File: config.mk
export PLATFORM = sky130hd
export DESIGN_NAME = addr_form_dec
export DESIGN_NICKNAME = d
export VERILOG_FILES = /design/src/rtl/afd_pkg.sv /design/src/rtl/afd_mem16.sv /design/src/rtl/afd_mem3264.sv /design/src/rtl/afd_stage.sv /design/src/rtl/addr_form_dec.sv
export SDC_FILE = /design/constraint.sdc
export NUM_CORES = 1
export LEC_CHECK = 0
export ABC_AREA = 1
export ABC_CLOCK_PERIOD_IN_PS = 800
export BUFFER_PORTS_ARGS = -buffer_cell sky130_fd_sc_hd__buf_2
export CAP_MARGIN = 20
export CELL_PAD_IN_SITES_DETAIL_PLACEMENT = 1
export CELL_PAD_IN_SITES_GLOBAL_PLACEMENT = 1
export CORE_UTILIZATION = 25
export DETAILED_ROUTE_END_ITERATION = 8
export HOLD_SLACK_MARGIN = 0.15
export PLACE_DENSITY = 0.68
export SETUP_SLACK_MARGIN = 0.1
export SLEW_MARGIN = 0
export SYNTH_ARGS = -nofsm -noshare
export SYNTH_HDL_FRONTEND = slang
export SYNTH_SLANG_ARGS = --single-unit
File: constraint.sdc
create_clock -name clk_i -period 0.8 [get_ports clk_i]
set_input_delay 0.08 -clock clk_i [delete_from_list [all_inputs] [get_ports clk_i]]
set_output_delay 0.08 -clock clk_i [all_outputs]
set_load 0.02 [all_outputs]
File: src/rtl/afd_pkg.sv
package afd_pkg;
  localparam int unsigned REG_W  = 4;
  localparam int unsigned DISP_W = 3;

  typedef enum logic [1:0] {
    ASZ_16  = 2'd0,
    ASZ_32  = 2'd1,
    ASZ_64  = 2'd2,
    ASZ_RSV = 2'd3
  } asize_e;

  // register codes used by the 16-bit table
  localparam logic [REG_W-1:0] GPR_BX = 4'd3;
  localparam logic [REG_W-1:0] GPR_BP = 4'd5;
  localparam logic [REG_W-1:0] GPR_SI = 4'd6;
  localparam logic [REG_W-1:0] GPR_DI = 4'd7;

  typedef struct packed {
    logic              need_sib;
    logic              is_mem;
    logic [REG_W-1:0]  reg_num;
    logic [REG_W-1:0]  rm_reg;
    logic              base_vld;
    logic [REG_W-1:0]  base;
    logic              idx_vld;
    logic [REG_W-1:0]  idx;
    logic [1:0]        scale;
    logic [DISP_W-1:0] disp_len;
    logic              rip_rel;
  } dec_t;
endpackage

File: src/rtl/afd_mem16.sv
module afd_mem16
  import afd_pkg::*;
(
  input  logic [1:0]        mod_i,
  input  logic [2:0]        rm_i,
  output logic              base_vld_o,
  output logic [REG_W-1:0]  base_o,
  output logic              idx_vld_o,
  output logic [REG_W-1:0]  idx_o,
  output logic [DISP_W-1:0] disp_len_o
);
  logic direct;
  assign direct = (mod_i == 2'b00) && (rm_i == 3'b110);

  always_comb begin
    base_vld_o = 1'b1;
    idx_vld_o  = 1'b0;
    idx_o      = '0;
    base_o     = '0;
    unique case (rm_i)
      3'd0: begin base_o = GPR_BX; idx_vld_o = 1'b1; idx_o = GPR_SI; end
      3'd1: begin base_o = GPR_BX; idx_vld_o = 1'b1; idx_o = GPR_DI; end
      3'd2: begin base_o = GPR_BP; idx_vld_o = 1'b1; idx_o = GPR_SI; end
      3'd3: begin base_o = GPR_BP; idx_vld_o = 1'b1; idx_o = GPR_DI; end
      3'd4: base_o = GPR_SI;
      3'd5: base_o = GPR_DI;
      3'd6: base_o = GPR_BP;
      default: base_o = GPR_BX;
    endcase
    if (direct) begin
      base_vld_o = 1'b0;
      base_o     = '0;
    end
  end

  always_comb begin
    unique case (mod_i)
      2'b01:   disp_len_o = DISP_W'(1);
      2'b10:   disp_len_o = DISP_W'(2);
      default: disp_len_o = direct ? DISP_W'(2) : '0;
    endcase
  end
endmodule

File: src/rtl/afd_mem3264.sv
module afd_mem3264
  import afd_pkg::*;
(
  input  logic [1:0]        mod_i,
  input  logic [2:0]        rm_i,
  input  logic [7:0]        sib_i,
  input  logic              ext_x_i,
  input  logic              ext_b_i,
  input  logic              long_i,
  output logic              need_sib_o,
  output logic              base_vld_o,
  output logic [REG_W-1:0]  base_o,
  output logic              idx_vld_o,
  output logic [REG_W-1:0]  idx_o,
  output logic [1:0]        scale_o,
  output logic [DISP_W-1:0] disp_len_o,
  output logic              rip_rel_o
);
  localparam logic [2:0] RM_ESC   = 3'b100;
  localparam logic [2:0] RM_NOBAS = 3'b101;

  logic [1:0] s_scale;
  logic [2:0] s_idx, s_base;
  logic       no_base;
  logic [REG_W-1:0] x_idx;

  assign {s_scale, s_idx, s_base} = sib_i;
  assign need_sib_o = (rm_i == RM_ESC);
  assign x_idx      = {ext_x_i, s_idx};

  // base suppressed: direct/rip form or escape with base code 101 in mode 00
  assign no_base = (mod_i == 2'b00) &&
                   (need_sib_o ? (s_base == RM_NOBAS) : (rm_i == RM_NOBAS));

  assign rip_rel_o  = long_i && (mod_i == 2'b00) && (rm_i == RM_NOBAS);
  assign scale_o    = need_sib_o ? s_scale : 2'b00;
  assign idx_vld_o  = need_sib_o && (x_idx != 4'b0100);
  assign idx_o      = idx_vld_o ? x_idx : '0;
  assign base_vld_o = !no_base;

  always_comb begin
    if (no_base)         base_o = '0;
    else if (need_sib_o) base_o = {ext_b_i, s_base};
    else                 base_o = {ext_b_i, rm_i};
  end

  always_comb begin
    unique case (mod_i)
      2'b01:   disp_len_o = DISP_W'(1);
      2'b10:   disp_len_o = DISP_W'(4);
      default: disp_len_o = no_base ? DISP_W'(4) : '0;
    endcase
  end
endmodule

File: src/rtl/afd_stage.sv
module afd_stage
  import afd_pkg::*;
#(
  parameter bit REGISTERED = 1'b1
) (
  input  logic clk_i,
  input  logic rst_ni,
  input  logic valid_i,
  input  dec_t dec_i,
  output logic valid_o,
  output dec_t dec_o
);
  generate
    if (REGISTERED) begin : g_reg
      always_ff @(posedge clk_i or negedge rst_ni) begin
        if (!rst_ni) begin
          valid_o <= 1'b0;
          dec_o   <= '0;
        end else begin
          valid_o <= valid_i;
          dec_o   <= dec_i;
        end
      end
    end else begin : g_comb
      assign valid_o = valid_i;
      assign dec_o   = dec_i;
    end
  endgenerate
endmodule

File: src/rtl/addr_form_dec.sv
module addr_form_dec
  import afd_pkg::*;
#(
  parameter bit REGISTERED = 1'b1
) (
  input  logic              clk_i,
  input  logic              rst_ni,
  input  logic              valid_i,
  input  logic [1:0]        asize_i,
  input  logic [7:0]        modrm_i,
  input  logic [7:0]        sib_i,
  input  logic              rex_r_i,
  input  logic              rex_x_i,
  input  logic              rex_b_i,
  output logic              valid_o,
  output logic              need_sib_o,
  output logic              is_mem_o,
  output logic [REG_W-1:0]  reg_o,
  output logic [REG_W-1:0]  rm_reg_o,
  output logic              base_vld_o,
  output logic [REG_W-1:0]  base_o,
  output logic              idx_vld_o,
  output logic [REG_W-1:0]  idx_o,
  output logic [1:0]        scale_o,
  output logic [DISP_W-1:0] disp_len_o,
  output logic              rip_rel_o
);
  asize_e     asz;
  logic       is16, is64;
  logic       ext_r, ext_x, ext_b;
  logic [1:0] f_mod;
  logic [2:0] f_reg, f_rm;
  logic       reg_form;

  assign asz      = asize_e'(asize_i);
  assign is16     = (asz == ASZ_16);
  assign is64     = (asz == ASZ_64);
  assign ext_r    = rex_r_i & is64;
  assign ext_x    = rex_x_i & is64;
  assign ext_b    = rex_b_i & is64;
  assign {f_mod, f_reg, f_rm} = modrm_i;
  assign reg_form = (f_mod == 2'b11);

  // 16-bit table
  logic              m16_bv, m16_iv;
  logic [REG_W-1:0]  m16_b, m16_i;
  logic [DISP_W-1:0] m16_d;

  afd_mem16 u_m16 (
    .mod_i      (f_mod),
    .rm_i       (f_rm),
    .base_vld_o (m16_bv),
    .base_o     (m16_b),
    .idx_vld_o  (m16_iv),
    .idx_o      (m16_i),
    .disp_len_o (m16_d)
  );

  // 32/64-bit forms
  logic              mw_sib, mw_bv, mw_iv, mw_rip;
  logic [REG_W-1:0]  mw_b, mw_i;
  logic [1:0]        mw_s;
  logic [DISP_W-1:0] mw_d;

  afd_mem3264 u_mw (
    .mod_i      (f_mod),
    .rm_i       (f_rm),
    .sib_i      (sib_i),
    .ext_x_i    (ext_x),
    .ext_b_i    (ext_b),
    .long_i     (is64),
    .need_sib_o (mw_sib),
    .base_vld_o (mw_bv),
    .base_o     (mw_b),
    .idx_vld_o  (mw_iv),
    .idx_o      (mw_i),
    .scale_o    (mw_s),
    .disp_len_o (mw_d),
    .rip_rel_o  (mw_rip)
  );

  dec_t dec;

  always_comb begin
    dec         = '0;
    dec.reg_num = {ext_r, f_reg};
    if (reg_form) begin
      dec.rm_reg = {ext_b, f_rm};
    end else if (is16) begin
      dec.is_mem   = 1'b1;
      dec.base_vld = m16_bv;
      dec.base     = m16_b;
      dec.idx_vld  = m16_iv;
      dec.idx      = m16_i;
      dec.disp_len = m16_d;
    end else begin
      dec.is_mem   = 1'b1;
      dec.need_sib = mw_sib;
      dec.base_vld = mw_bv;
      dec.base     = mw_b;
      dec.idx_vld  = mw_iv;
      dec.idx      = mw_i;
      dec.scale    = mw_s;
      dec.disp_len = mw_d;
      dec.rip_rel  = mw_rip;
    end
  end

  dec_t dec_q;

  afd_stage #(.REGISTERED(REGISTERED)) u_stage (
    .clk_i   (clk_i),
    .rst_ni  (rst_ni),
    .valid_i (valid_i),
    .dec_i   (dec),
    .valid_o (valid_o),
    .dec_o   (dec_q)
  );

  assign need_sib_o = dec_q.need_sib;
  assign is_mem_o   = dec_q.is_mem;
  assign reg_o      = dec_q.reg_num;
  assign rm_reg_o   = dec_q.rm_reg;
  assign base_vld_o = dec_q.base_vld;
  assign base_o     = dec_q.base;
  assign idx_vld_o  = dec_q.idx_vld;
  assign idx_o      = dec_q.idx;
  assign scale_o    = dec_q.scale;
  assign disp_len_o = dec_q.disp_len;
  assign rip_rel_o  = dec_q.rip_rel;

  assert_reg_ext_R1: assert property (@(posedge clk_i) disable iff (!rst_ni)
    (valid_i && !is64) |-> (dec.reg_num[3] == 1'b0));

  assert_reg_form_R2: assert property (@(posedge clk_i) disable iff (!rst_ni)
    (valid_i && reg_form) |-> (!dec.is_mem && !dec.base_vld && !dec.idx_vld &&
                               dec.disp_len == '0 && !dec.need_sib));

  assert_no_sib16_R4: assert property (@(posedge clk_i) disable iff (!rst_ni)
    (valid_i && is16) |-> !dec.need_sib);

  assert_disp16_R4: assert property (@(posedge clk_i) disable iff (!rst_ni)
    (valid_i && is16 && f_mod == 2'b10) |-> (dec.disp_len == DISP_W'(2)));

  assert_rip_R8: assert property (@(posedge clk_i) disable iff (!rst_ni)
    (valid_i && dec.rip_rel) |-> (is64 && f_mod == 2'b00 &&
                                  dec.disp_len == DISP_W'(4) && !dec.base_vld));

  assert_nobase_disp_R10: assert property (@(posedge clk_i) disable iff (!rst_ni)
    (valid_i && dec.is_mem && !dec.base_vld && !is16) |-> (dec.disp_len == DISP_W'(4)));
endmodule

==> results of run 1 <==
-- cells in the final DEF (no fill, tap or decap) --
master / instances
ha_4: 2
nand4_1: 1
o21ai_2: 1
nor2_4: 5
clkinvlp_4: 1
inv_1: 14
buf_6: 28
dlygate4sd3_1: 8
nor2_2: 1
buf_2: 21
clkbuf_8: 3
nor2_1: 10
nor3b_1: 1
inv_2: 7
a21oi_1: 2
nand3_2: 2
o21ai_1: 3
ha_1: 2
buf_12: 1
or2_2: 2
buf_8: 2
nand3_4: 2
inv_4: 2
o21ai_0: 2
nor3_1: 2
a31oi_1: 1
buf_4: 21
dfrtp_1: 27
nand2_1: 13
nand2_2: 6
nand3_1: 8
-- Yosys cell counts (all sizes together) --
library cell and number:
dfrtp 27, o21ai 6, nor3 2, or2 2, nand4 1, a21oi 2
nand2 19, nand3 12, ha 4, nor3b 1, a31oi 1, nor2 16
inv 23
-- registers in the layout, summed over array words and instances (netlist names) --
| signal | cells |
|---|---|
| u_stage.dec_o | 26 |
| u_stage.valid_o | 1 |
-- per-stage QoR --
stage          instances  utilization [%]
6_report             251            48.97
5_1_grt              251            48.97
4_1_cts              248            46.38
3_5_place_dp         236            39.19
3_3_place_gp         236            39.19
2_1_floorplan        116                -
-- cells by family after synthesis --
kind of cell               count (synthesis)  synth area share, %
DFF                                       27                60.67
AOI/OAI and AO/OA                          9                4.157
and+or+nand+nor                           53                22.92
buffers and inverters                     23                7.753
adders and majority gates                  4                4.495
-- timing repair --
action | CTS | global route
buffers inserted | 0 | 3
pin swaps | 0 | 9
resized for setup | 54 | 28
endpoints found under the hold margin | 43 | 8
setup endpoints to repair | 27 | 36
-- layout make-up --
class,instances,share of cell area [%]
multi-input combinational,66,21.82
sequential,27,33.29
clock inverter,1,0.3699
tap,50,3.083
inverter,23,4.501
timing repair buffer,81,34.90
clock buffer,3,2.035
-- power breakdown --
group | switching (uW) | internal [uW]
combinational | 368 | 359
sequential | 31.7 | 1430
clock | 429 | 354
-- metal layers --
metal	up-vias	wire (um)	part of all wire, %
met1	536	1359	39
met5	-	0	0
li1	523	-	-
met2	42	1864	53
met4	0	82	2.3
met3	9	220	6.2
-- worst min-delay path, cell delays in order --
cell	delay, ps
buf_2	90
nand3_1	90
nor2_1	40
-- final timing paths --
path / endpoint / slack (ps) / cells after the start
min in group asynchronous: u_stage.dec_o[16] / 210 / 2
hold / removal: u_stage.dec_o[19] / 60 / 3
setup / recovery: rm_reg_o[3] / -90 / 1
max in group asynchronous: u_stage.dec_o[9] / 220 / 3
==> flow_summary.ini, run 1 <==
[outcome]
status = complete, but fails checks
failed_checks = negative setup slack

[sta]
setup_slack_ps = -92.05
worst_pin_slew_ps = 303.8
hold_violations = 0
finalSetupViolations = 27
slew-limit-headroom_pct = 79.75
whs_ps = 56.45
rsz0062_at_grt = yes
fin_setup_tns_ps = -1932
drv_slew = 0
max_freq_mhz = 1121
period_needed_ps = 892.0
post-route-period-util_pct = 111.5

[grt]
use_met1_pct = 15.89
grt_pass1_wl_mm = 4.968
grt-busiest-layer = met2
grt_use_met2_pct = 27.57
grt_usage_pct = 14.73
grt_antenna_before_repair = 0
grt_pass1_vias = 1176
gr-total-overflow = 0
grtUsageMet3_pct = 2.467
grt_max_degree = 17

[yosys]
synth_top_area_share_pct = 60.67
avgSynthCellArea_um2 = 9.600
netlist_instances = 116
ys_seq_elements = 27
ys_warn_count = 0
yosys-top-cells-area = dfrtp_1, inv_1, nand2_1
ys_types = 19
synth.largest_area_cell = dfrtp_1
syn_area_mm2 = 0.001114
yosysSeqAreaShare_pct = 60.67
syn_nets = 144

[placement]
place.gp.congestion = 0.8056
place_hpwl_mm = 2.494
dpl_cell_area_mm2 = 0.001624
place_ws_ps = -182.3
portBuffers = 50

[cts]
postCtsHoldBufs = 8
clock_sinks = 27
cts_tree = yes
clk_pin_slew_ps = 90
cts_buffers = 3
cts.htree.levels = 1
cts-root-buf = clkbuf_8
clockBufferDepth = 2

[final_layout]
multi_input_area_um2 = 442.9
area_delta_synth_final_pct = 82.25
antenna_cells = 0
stdcell_area_mm2 = 0.002029
ff_latch_area_um2 = 675.6
fill_cells = 466
drive_above_1_share_pct = 53.23
fin_nets = 230

[worst_setup_path]
crit_path_end_kind = output pin
path_class = reg -> out
path_buf_inv = 1
crit_start = u_stage.dec_o[19]
arrival_ps = 810
cp_data_required_time_ps = 720
cp_slowest_cell = dfrtp_1
critPathMaxStageDelay_ps = 400
cp_top_family = flip-flops
crit_chain = buf_6
cp-start-kind = flip-flop
cp_max_fo = 1

[floorplan]
die_width_um = 68.74
die_area_mm2 = 0.004725
rows = 23
fp.dieH_um = 68.74
initial_utilization_pct = 26.87
io_pins = 51
core-area_mm2 = 0.004144

[detailed_routing]
drt-pass1-iter-count = 4
drt-initial-drc-count = 23
drc = 0
vias = 1110
post_drt_wl_per_cell_um = 14.05
viasPerCell = 4.422
drt_wl_total_mm = 3.527
ant_nets = 0

[hold_path]
hp-start = rex_b_i
min_path_type = in -> reg

[power]
ir_drop_uv = 652.9
p_leak_uw = 0.001060
power_density_mw_per_mm2 = 1464
p_total_uw = 2971

[job]
maxCapViolCount = 0
Note: power is estimated with default switching activity, not from simulation.
==> inputs of run 2 (changes only) <==
==> constraint.sdc (replaced) <==
create_clock -name clk_i -period 0.8 [get_ports clk_i]
set_input_delay 0.08 -clock clk_i [delete_from_list [all_inputs] [get_ports clk_i]]
set_output_delay 0.08 -clock clk_i [all_outputs]
set_load 0.01 [all_outputs]
==> flow_summary.ini, run 2 (synthesis gave the netlist of run 1 again) <==
[outcome]
status = complete, but fails checks
failed_checks = negative setup slack

[final_layout]
antenna_cells = 0
drive_above_1_share_pct = 53.23
area_delta_synth_final_pct = 69.55
largest_reg_flops = 26
fin_nets = 230
stdcell_area_mm2 = 0.001888
layout_common_cells = buf_2, dfrtp_1, buf_4
final_core_util_pct = 45.56
final_common_cell = buf_2
reg_top3 = u_stage.dec_o (26), u_stage.valid_o (1)
regMostFlops = u_stage.dec_o

[detailed_routing]
ant_nets = 0
drt-pass1-iter-count = 4
drt_wl_total_mm = 3.504
drc = 0
vias = 1100
viasPerCell = 4.382
post_drt_wl_per_cell_um = 13.96
drt-initial-drc-count = 28

[floorplan]
core-area_mm2 = 0.004144
rows = 23
die_area_mm2 = 0.004725
initial_utilization_pct = 26.87
fp.dieH_um = 68.74
die_width_um = 68.74
io_pins = 51

[grt]
grt_usage_pct = 14.21
grt_antenna_before_repair = 0
gr-total-overflow = 0
grt_pass1_wl_mm = 4.781
grt_max_degree = 17
grt_pass1_vias = 1145

[cts]
cts-root-buf = clkbuf_8
clockBufferDepth = 2
cts_tree = yes
cts.htree.levels = 1
postCtsHoldBufs = 8
clock_sinks = 27
cts_buffers = 3
clk_pin_slew_ps = 100

[worst_setup_path]
cp_data_required_time_ps = 720
path_buf_inv = 1
cp-start-kind = flip-flop
crit_chain = buf_6
crit_path_end_kind = output pin
cp_slowest_cell = dfrtp_1
critPathMaxStageDelay_ps = 410
arrival_ps = 820
cp_top_family = flip-flops
cp_max_fo = 1
path_class = reg -> out

[sta]
slew-limit-headroom_pct = 86.07
worst_pin_slew_ps = 209.0
finalSetupViolations = 27
period_needed_ps = 901.5
setup_slack_ps = -101.5
fin_setup_tns_ps = -1586
drv_slew = 0
rsz0062_at_grt = yes
post-route-period-util_pct = 112.7
max_freq_mhz = 1109
whs_ps = 55.21
hold_violations = 0

[power]
sw_frac_of_total_pct = 27.02
combinationalPowerShare_pct = 21.3
p_int_uw = 2070
p_clk_share_pct = 27.7
power_density_mw_per_mm2 = 1502
p_total_uw = 2837
p_leak_uw = 0.001029
sequentialPowerShare_pct = 50.9
switching_power_uw = 766.5
ir_drop_uv = 648.5

[placement]
dpl_cell_area_mm2 = 0.001624
place_hpwl_mm = 2.494
portBuffers = 50
place.gp.congestion = 0.8056

[job]
maxCapViolCount = 0

[hold_path]
min_path_type = in -> reg
## run 2: what timing repair did
action	in CTS	in global routing
gates resized for setup	1	32
endpoints found under the hold margin	43	8
endpoints found under the setup margin	27	41
setup buffers	0	3
pin swaps	0	9
## run 2: per-stage QoR
stage	setup WS, ps	cells
final	-101.5	251
after floorplan	96.99	116
after CTS	-87.79	248
after global placement	-140.8	236
after detailed placement	-182.3	236
after global routing	-125.1	251
## run 2: area by class of cell
class	instances	area [um2]
Fill cell	494	2256
Clock inverter	1	7.507
Timing Repair Buffer	81	566.8
Tap cell	50	62.56
Sequential cell	27	675.6
Multi-Input combinational cell	66	442.9
Inverter	23	91.34
Clock buffer	3	41.29
## run 2: power by group through the flow
stage | sequential [uW] | clock (uW) | combinational (uW)
5_1_grt | 1450 | 856 | 668
3_3_place_gp | 1470 | 0 | 486
3_5_place_dp | 1470 | 0 | 507
2_1_floorplan | 1510 | 0 | 161
6_report | 1440 | 787 | 605
4_1_cts | 1440 | 818 | 543
## run 2: final timing paths
kind,from,end,cells after the start
max,u_stage.dec_o[19],rm_reg_o[3],1
max in group asynchronous,rst_ni,u_stage.dec_o[9],3
min,rex_b_i,u_stage.dec_o[19],3
min in group asynchronous,rst_ni,u_stage.dec_o[22],2
## run 2: metal layers
layer | global-route usage (%) | vias up | part of all wire [%]
met4 | 7.143 | 0 | 3.5
met5 | 0 | - | 0
met1 | 15.56 | 523 | 39
met3 | 1.974 | 8 | 6.0
li1 | - | 524 | -
met2 | 26.47 | 45 | 51
